`src/rtl/smbus_ptr_pkg.sv`:
```
package smbus_ptr_pkg;
  typedef enum logic [1:0] {
    WIN_REG  = 2'd0,
    WIN_EE0  = 2'd1,
    WIN_EE1  = 2'd2,
    WIN_NONE = 2'd3
  } win_e;

  typedef enum logic [2:0] {
    ST_IDLE  = 3'd0,
    ST_PHI   = 3'd1,
    ST_PLO   = 3'd2,
    ST_WDATA = 3'd3,
    ST_READ  = 3'd4
  } txn_st_e;
endpackage

```
`src/rtl/smbus_reg_bank.sv`:
```
module smbus_reg_bank #(
  parameter int         AW      = 7,
  parameter int         RW_CNT  = 28,
  parameter logic [6:0] ID_ADDR = 7'h7E,
  parameter logic [7:0] ID_VAL  = 8'hA5,
  parameter logic [6:0] REV_ADDR = 7'h7F,
  parameter logic [7:0] REV_VAL  = 8'h01
) (
  input  logic          clk,
  input  logic          rst_n,
  input  logic          we,
  input  logic [AW-1:0] addr,
  input  logic [7:0]    wdata,
  output logic [7:0]    rdata
);
  logic [7:0] regs [RW_CNT];

  for (genvar g = 0; g < RW_CNT; g++) begin : g_rw
    always_ff @(posedge clk) begin
      if (!rst_n)
        regs[g] <= 8'h00;
      else if (we && (int'(addr) == g))
        regs[g] <= wdata;
    end
  end

  always_comb begin
    if (int'(addr) < RW_CNT)
      rdata = regs[int'(addr)];
    else if (addr == ID_ADDR[AW-1:0])
      rdata = ID_VAL;
    else if (addr == REV_ADDR[AW-1:0])
      rdata = REV_VAL;
    else
      rdata = 8'h00;
  end
endmodule

```
`src/rtl/smbus_ee_model.sv`:
```
module smbus_ee_model #(
  parameter int         DEPTH  = 256,
  parameter logic [7:0] ERASED = 8'hFF,
  localparam int        AW     = $clog2(DEPTH)
) (
  input  logic          clk,
  input  logic          rst_n,
  input  logic          we,
  input  logic [AW-1:0] addr,
  input  logic [7:0]    wdata,
  output logic [7:0]    rdata
);
  logic [7:0] mem [DEPTH];

  always_ff @(posedge clk) begin
    if (!rst_n) begin
      for (int i = 0; i < DEPTH; i++) mem[i] <= ERASED;
    end else if (we) begin
      mem[addr] <= wdata;
    end
  end

  assign rdata = mem[addr];
endmodule

```
`src/rtl/smbus_ptr_ctrl.sv`:
```
module smbus_ptr_ctrl
  import smbus_ptr_pkg::*;
#(
  parameter logic [15:0] REG_LAST = 16'h007F,
  parameter logic [15:0] EE0_BASE = 16'h8000,
  parameter logic [15:0] EE0_LAST = 16'h80FF,
  parameter logic [15:0] EE1_BASE = 16'h8100,
  parameter logic [15:0] EE1_LAST = 16'h813F
) (
  input  logic        clk,
  input  logic        rst_n,
  input  logic        ev_start,
  input  logic        ev_is_read,
  input  logic        ev_wbyte,
  input  logic [7:0]  ev_wdata,
  input  logic        ev_rdreq,
  input  logic        ev_stop,
  input  logic        blk_mode,
  output logic [15:0] ptr_o,
  output logic        sat_o,
  output win_e        win_o,
  output logic        wr_en_o,
  output logic        rd_go_o
);
  function automatic win_e win_of(input logic [15:0] a);
    if (a <= REG_LAST)                      return WIN_REG;
    else if (a >= EE0_BASE && a <= EE0_LAST) return WIN_EE0;
    else if (a >= EE1_BASE && a <= EE1_LAST) return WIN_EE1;
    else                                     return WIN_NONE;
  endfunction

  function automatic logic [15:0] win_end(input win_e w);
    case (w)
      WIN_REG: return REG_LAST;
      WIN_EE0: return EE0_LAST;
      WIN_EE1: return EE1_LAST;
      default: return 16'hFFFF;
    endcase
  endfunction

  txn_st_e     st_q;
  logic [15:0] ptr_q;
  logic [7:0]  hi_q;
  logic        sat_q;

  // named internal events
  win_e cur_win;
  logic ptr_load, data_evt, rd_evt, acc, at_last;

  assign cur_win  = win_of(ptr_q);
  assign at_last  = (cur_win != WIN_NONE) && (ptr_q == win_end(cur_win));
  assign ptr_load = ev_wbyte && (st_q == ST_PLO);
  assign data_evt = ev_wbyte && (st_q == ST_WDATA);
  assign rd_evt   = ev_rdreq && (st_q == ST_READ);
  assign acc      = data_evt || rd_evt;

  always_ff @(posedge clk) begin
    if (!rst_n) begin
      st_q <= ST_IDLE;
      hi_q <= 8'h00;
    end else if (ev_stop) begin
      st_q <= ST_IDLE;
    end else if (ev_start) begin
      st_q <= ev_is_read ? ST_READ : ST_PHI;
    end else if (ev_wbyte) begin
      case (st_q)
        ST_PHI: begin hi_q <= ev_wdata; st_q <= ST_PLO; end
        ST_PLO: st_q <= ST_WDATA;
        default: ;
      endcase
    end
  end

  always_ff @(posedge clk) begin
    if (!rst_n) begin
      ptr_q <= 16'h0000;
      sat_q <= 1'b0;
    end else if (ptr_load) begin
      ptr_q <= {hi_q, ev_wdata};
      sat_q <= 1'b0;
    end else if (acc && blk_mode && !sat_q) begin
      if (at_last) sat_q <= 1'b1;
      else         ptr_q <= ptr_q + 16'd1;
    end
  end

  assign ptr_o   = ptr_q;
  assign sat_o   = sat_q;
  assign win_o   = cur_win;
  assign wr_en_o = data_evt && !sat_q && (cur_win != WIN_NONE);
  assign rd_go_o = rd_evt;


  byte_hold_chk: assert property (@(posedge clk) disable iff (!rst_n)
    (acc && !blk_mode) |=> $stable(ptr_q));

  blk_step_chk: assert property (@(posedge clk) disable iff (!rst_n)
    (acc && blk_mode && !sat_q && !at_last) |=> (ptr_q == $past(ptr_q) + 16'd1));

  load_clr_chk: assert property (@(posedge clk) disable iff (!rst_n)
    ptr_load |=> (!sat_q && ptr_q == {$past(hi_q), $past(ev_wdata)}));

  sat_freeze_chk: assert property (@(posedge clk) disable iff (!rst_n)
    (sat_q && !ptr_load) |=> ($stable(ptr_q) && sat_q));
endmodule

```
`src/rtl/smbus_ptr_access.sv`:
```
module smbus_ptr_access
  import smbus_ptr_pkg::*;
#(
  parameter logic [15:0] REG_LAST = 16'h007F,
  parameter logic [15:0] EE0_BASE = 16'h8000,
  parameter logic [15:0] EE0_LAST = 16'h80FF,
  parameter logic [15:0] EE1_BASE = 16'h8100,
  parameter logic [15:0] EE1_LAST = 16'h813F,
  parameter int          REG_RW_CNT = 28,
  parameter logic [7:0]  EE_ERASED  = 8'hFF
) (
  input  logic        clk,
  input  logic        rst_n,
  input  logic        ev_start,
  input  logic        ev_is_read,
  input  logic        ev_wbyte,
  input  logic [7:0]  ev_wdata,
  input  logic        ev_rdreq,
  input  logic        ev_stop,
  input  logic        blk_mode,
  output logic [7:0]  rd_data,
  output logic        rd_valid,
  output logic [15:0] ptr_o,
  output logic        sat_o
);
  localparam int RAW       = $clog2(int'(REG_LAST) + 1);
  localparam int EE0_DEPTH = int'(EE0_LAST - EE0_BASE) + 1;
  localparam int EE1_DEPTH = int'(EE1_LAST - EE1_BASE) + 1;
  localparam int AW0       = $clog2(EE0_DEPTH);
  localparam int AW1       = $clog2(EE1_DEPTH);

  win_e        win;
  logic        wr_en, rd_go;
  logic [15:0] off0, off1;
  logic [7:0]  reg_rd, ee0_rd, ee1_rd, rd_mux;

  smbus_ptr_ctrl #(
    .REG_LAST(REG_LAST), .EE0_BASE(EE0_BASE), .EE0_LAST(EE0_LAST),
    .EE1_BASE(EE1_BASE), .EE1_LAST(EE1_LAST)
  ) i_ctrl (
    .clk(clk), .rst_n(rst_n), .ev_start(ev_start), .ev_is_read(ev_is_read),
    .ev_wbyte(ev_wbyte), .ev_wdata(ev_wdata), .ev_rdreq(ev_rdreq),
    .ev_stop(ev_stop), .blk_mode(blk_mode), .ptr_o(ptr_o), .sat_o(sat_o),
    .win_o(win), .wr_en_o(wr_en), .rd_go_o(rd_go)
  );

  assign off0 = ptr_o - EE0_BASE;
  assign off1 = ptr_o - EE1_BASE;

  smbus_reg_bank #(.AW(RAW), .RW_CNT(REG_RW_CNT)) i_regs (
    .clk(clk), .rst_n(rst_n), .we(wr_en && win == WIN_REG),
    .addr(ptr_o[RAW-1:0]), .wdata(ev_wdata), .rdata(reg_rd)
  );

  smbus_ee_model #(.DEPTH(EE0_DEPTH), .ERASED(EE_ERASED)) i_ee0 (
    .clk(clk), .rst_n(rst_n), .we(wr_en && win == WIN_EE0),
    .addr(off0[AW0-1:0]), .wdata(ev_wdata), .rdata(ee0_rd)
  );

  smbus_ee_model #(.DEPTH(EE1_DEPTH), .ERASED(EE_ERASED)) i_ee1 (
    .clk(clk), .rst_n(rst_n), .we(wr_en && win == WIN_EE1),
    .addr(off1[AW1-1:0]), .wdata(ev_wdata), .rdata(ee1_rd)
  );

  always_comb begin
    case (win)
      WIN_REG: rd_mux = reg_rd;
      WIN_EE0: rd_mux = ee0_rd;
      WIN_EE1: rd_mux = ee1_rd;
      default: rd_mux = 8'h00;
    endcase
    if (sat_o) rd_mux = 8'h00;
  end

  always_ff @(posedge clk) begin
    if (!rst_n) begin
      rd_data  <= 8'h00;
      rd_valid <= 1'b0;
    end else begin
      rd_valid <= rd_go;
      if (rd_go) rd_data <= rd_mux;
    end
  end


  rd_pulse_chk: assert property (@(posedge clk) disable iff (!rst_n)
    rd_go |=> rd_valid);

  sat_zero_chk: assert property (@(posedge clk) disable iff (!rst_n)
    (rd_go && sat_o) |=> (rd_data == 8'h00));

  nowin_zero_chk: assert property (@(posedge clk) disable iff (!rst_n)
    (rd_go && win == WIN_NONE) |=> (rd_data == 8'h00));
endmodule

```
`config.mk`:
```
export PLATFORM = sky130hd
export DESIGN_NAME = smbus_ptr_access
export DESIGN_NICKNAME = d
export VERILOG_FILES = /design/src/rtl/smbus_ptr_pkg.sv /design/src/rtl/smbus_reg_bank.sv /design/src/rtl/smbus_ee_model.sv /design/src/rtl/smbus_ptr_ctrl.sv /design/src/rtl/smbus_ptr_access.sv
export SDC_FILE = /design/constraint.sdc
export NUM_CORES = 2
export LEC_CHECK = 0
export BUFFER_PORTS_ARGS = -buffer_cell sky130_fd_sc_hd__buf_2
export CAP_MARGIN = 20
export CORE_MARGIN = 2
export CORE_UTILIZATION = 60
export CTS_BUF_LIST = sky130_fd_sc_hd__clkbuf_16
export DETAILED_ROUTE_END_ITERATION = 16
export PLACE_DENSITY = 0.83
export SYNTH_ARGS = -nofsm -noshare
export SYNTH_HDL_FRONTEND = slang
export SYNTH_SLANG_ARGS = --single-unit
```
`constraint.sdc`:
```
create_clock -name clk -period 6.17 [get_ports clk]
set_input_delay 1.234 -clock clk [delete_from_list [all_inputs] [get_ports clk]]
set_output_delay 1.234 -clock clk [all_outputs]
set_load 0.01 [all_outputs]
```
==> metrics.csv <==
stage,metric,value,unit
status,status,"finished, final reports clean",
floorplanning,start_util,0.6038,
yosys,synth_mux_area_frac,0.1293,
pwr,power.leakage,38.38,nW
yosys,ys_ff_latch,2829,
clocking,clkLatencyLatePin,0.96,ns
clocking,cts.repair.resized,0,
floorplanning,die-area,222300,um2
pwr,swShare,0.2111,
placed_design,io_buffers,41,
timing,tightest_slew,1.284,ns
pwr,power_density,279.2,nW/um2
worst_setup_path,r2r_slack,1.24,ns
yosys,synthFlopType,edfxtp_1,
worst_setup_path,critPathSlowestCell,nor2_4,
floorplanning,ioPinCount,42,
pwr,power_frac_seq,0.538,
route,avgRoutedWirePerCell,29.88,um
grt,gr-total-overflow,0,
grt,grt_max_degree,182,
layout,fillers,14030,
yosys,synth_top_area_share,0.6376,
worst_setup_path,required,6.96,ns
worst_setup_path,cp-end-kind,flop,
timing,whs,0.4870,ns
clocking,cts_tree,yes,
hold_path,whs_path_depth,2,
timing,fin_setup_tns,0,ns
yosys,yosysSeqAreaShare,0.6445,
floorplanning,rows,171,
yosys,synth_edf_count,2784,
worst_setup_path,critical-path-max-stage-delay,0.99,ns
grt,antenna_found_initial,16,
worst_setup_path,arrival,5.72,ns
timing,drv_slew,0,
route,vias_per_cell,6.721,
worst_setup_path,r2r-end,rd_data[3],
layout,fin_cells,11880,
timing,skew,0.08350,ns
yosys,syn_nets,8980,
pwr,internal_power,31.45,mW
clocking,numCtsBuffers,299,
route,postRouteAntennaNets,0,
route,route.detailed.drc,0,
clocking,clk_pin_slew,0.06,ns
timing,finalSetupViolCount,0,
yosys,synth_area_leader_cell,edfxtp_1,
timing,fin_crit_sh,0.7988,
clocking,clk_path_buf_depth,4,
layout,final_nets,8817,
yosys,synth_area,131100,um2
yosys,synth_area_per_cell,14.63,um2
pwr,p_clk_frac,0.432,
worst_setup_path,crit_chain,buf_4 > nor2_4 > buf_4 > a221oi_1 > o31ai_1 > a21oi_1 > or3_1 > a32oi_1 > and3_1 > o21ai_0,
floorplanning,die_h,471.5,um
layout,drive_above_1_share,0.3896,
placed_design,place_congestion,0.9264,
job,drv_cap,0,
yosys,synth_top_family_by_area,simple AND/OR/NAND/NOR gates,
hold_path,hp-class,input pin to flop,
hold_path,hp-start,ev_is_read,
yosys,synth_cell_types,72,
yosys,synth-xor-area-share,0.001002,
yosys,synth_compound_area_frac,0.03172,
grt,grt_pass1_vias,78120,
yosys,synthAdderAreaFrac,0.0003817,
pwr,ir_drop,0.2703,mV
floorplanning,core-area,217200,um2
worst_setup_path,critPathMaxFanout,29,
clocking,post_cts_buffers,0,
worst_setup_path,startpoint_type,flop,
clocking,cts.htree.levels,5,
clocking,cts.sinks,2829,
timing,rsz0062_at_grt,false,
layout,fin_area,142800,um2
worst_setup_path,ff2ff_path_depth,10,
clocking,root_buffer,clkbuf_16,
timing,final_hold_viol_count,0,
yosys,synthCells,8960,
route,dr_total_vias,79810,
worst_setup_path,crit_type,flop to flop,
layout,ff_latch_area,84520,um2
grt,track_usage,0.3175,
grt,grt_pass1_wl,519800,um
yosys,async_reset_ff_frac,0,
pwr,comb_power_share,0.030,
yosys,yosys_warnings,0,
placed_design,dp_cells,11340,
route,dr.pass1.iters,7,
floorplanning,die_x,471.5,um
pwr,p_switching,8.414,mW
yosys,yosys-top-cells-area,"edfxtp_1 (64%), or2_2 (11%), mux4_2 (10%)",
route,totalWireLength,354900,um
placed_design,post_dp_cell_area,133500,um2
layout,multiInputGateArea,43260,um2
layout,synthToLayoutAreaGrowth,8.908,%
clocking,holdBufCountCts,0,
timing,max_freq,202.9,MHz
timing,slew_headroom,0.1441,
worst_setup_path,path_common_cell,buf_4,
route,drt_iter0_markers,13520,
yosys,synthSimpleGateAreaFrac,0.1667,
timing,fin_crit,4.929,ns
placed_design,dp_hpwl,216600,um
hold_path,hold_path_end,i_ctrl.st_q[0],
worst max path at each step:
stage,endpoint,cells past startpoint,start
6_report,rd_data[3],10,flop
5_1_grt,rd_data[3],10,flop
4_1_cts,i_ee0.mem[139][0],10,i_ctrl.ptr_o[9]
3_5_place_dp,i_ee0.mem[139][0],11,ev_wbyte
3_3_place_gp,i_ee0.mem[139][3],11,ev_wbyte
2_1_floorplan,i_ee1.mem[10][0],10,ev_wbyte
cell type report:
type	instances	share of cell area
sequential	2829	0.5919
multi-input combinational	5406	0.3029
clock buffer	311	0.05450
tap	2854	0.02501
timing repair buffer	250	0.01537
clock inverter	197	0.009604
inverter	11	0.0003768
antenna	17	0.0002979
metal layers:
metal | global-route usage | routed length [um] | part of all wire | vias to the layer above
li1 | - | - | - | 32690
met1 | 0.4268 | 121700 | 0.34 | 39710
met2 | 0.4842 | 163200 | 0.46 | 6266
met3 | 0.08105 | 49130 | 0.14 | 1122
met4 | 0.1625 | 20720 | 0.058 | 18
met5 | 0 | 146 | 0.00041 | -
layout by cell type, fill, tap and decap left out, types with 9 or more instances in the layout:
master | Yosys | final
mux2i_1 | 364 | 364
buf_8 | 3 | 9
dfxtp_1 | 45 | 38
buf_2 | 63 | 42
nor2b_1 | 11 | 9
nor2_1 | 141 | 135
a211oi_1 | 47 | 47
nor3_1 | 41 | 37
a21oi_1 | 66 | 66
inv_1 | 9 | 64
diode_2 | 0 | 17
or2_2 | 2220 | 2220
mux4_2 | 586 | 586
nand2b_1 | 19 | 18
nand2_1 | 711 | 711
or2_1 | 218 | 218
o211ai_1 | 15 | 15
and2_1 | 229 | 228
clkinv_2 | 0 | 44
o22ai_1 | 10 | 10
nor2_4 | 11 | 17
o21ai_0 | 154 | 154
xnor2_1 | 11 | 11
clkbuf_16 | 0 | 311
bufinv_16 | 0 | 19
clkinv_1 | 1 | 58
a22oi_1 | 47 | 47
a31oi_1 | 19 | 19
clkinvlp_4 | 0 | 14
buf_4 | 43 | 162
buf_12 | 0 | 29
and3_1 | 15 | 15
edfxtp_1 | 2784 | 2784
or3_1 | 148 | 148
mux2_2 | 10 | 10
nand3_1 | 45 | 45
a221o_1 | 30 | 30
o31ai_1 | 14 | 14
a221oi_1 | 132 | 132
synth_stat cells, types with 8 or more instances:
| cell | number |
|---|---|
| and3_1 | 15 |
| a221o_1 | 30 |
| a31oi_1 | 19 |
| nand3_1 | 45 |
| a221oi_1 | 132 |
| or2_2 | 2220 |
| a22oi_1 | 47 |
| xnor2_1 | 11 |
| o211ai_1 | 15 |
| a311oi_1 | 8 |
| or2_1 | 218 |
| mux2i_1 | 364 |
| nand2b_1 | 19 |
| or3_1 | 148 |
| o31ai_1 | 14 |
| a211oi_1 | 47 |
| mux4_2 | 586 |
| inv_1 | 9 |
| a21oi_1 | 66 |
| o22ai_1 | 10 |
| edfxtp_1 | 2784 |
| o21ai_0 | 154 |
| buf_6 | 62 |
| clkbuf_1 | 527 |
| buf_4 | 43 |
| nor2_4 | 11 |
| buf_2 | 63 |
| nor2_1 | 141 |
| mux2_2 | 10 |
| buf_1 | 16 |
| nor3_1 | 41 |
| and2_1 | 229 |
| dfxtp_1 | 45 |
| nand2_1 | 711 |
| nor2b_1 | 11 |
critical path: cells and delay by family, from the launching register on:
family	cells	cell delay (ns)
simple gates	3	1.85
buf+inv	2	0.96
flops	1	0.41
compound gates	5	1.49
cell families after synthesis:
group,Yosys count
xor+xnor,15
buf+inv,725
compound gates,590
fa+ha+maj,4
mux,960
simple gates,3837
flops,2829
stage by stage:
step | utilization | total power [mW] | setup WS [ns]
detailed placement | 0.6149 | 23.03 | 0.9499
global placement | 0.6145 | 22.97 | 1.059
floorplan | - | 22.55 | 2.301
global route | 0.6574 | 40.63 | 1.366
CTS | 0.6570 | 39.81 | 1.552
finish | 0.6575 | 39.86 | 1.241
power groups by stage:
| stage | clock, mW | sequential, mW | combinational (mW) |
|---|---|---|---|
| floorplan | 0 | 21.8 | 0.749 |
| global placement | 0 | 21.8 | 1.13 |
| detailed placement | 0 | 21.9 | 1.17 |
| CTS | 17.2 | 21.5 | 1.18 |
| global route | 17.9 | 21.5 | 1.25 |
| finish | 17.2 | 21.5 | 1.20 |
state kept, by name, indices dropped and copies added (netlist names), named ones only:
signal        cells
i_ee0.mem      2048
i_ee1.mem       512
i_regs.regs     224
i_ctrl.ptr_o     16
i_ctrl.hi_q       8
rd_data           8
i_ctrl.st_q       3
i_ctrl.sat_o      1
rd_valid          1
Power figures use the tool's default switching activity.
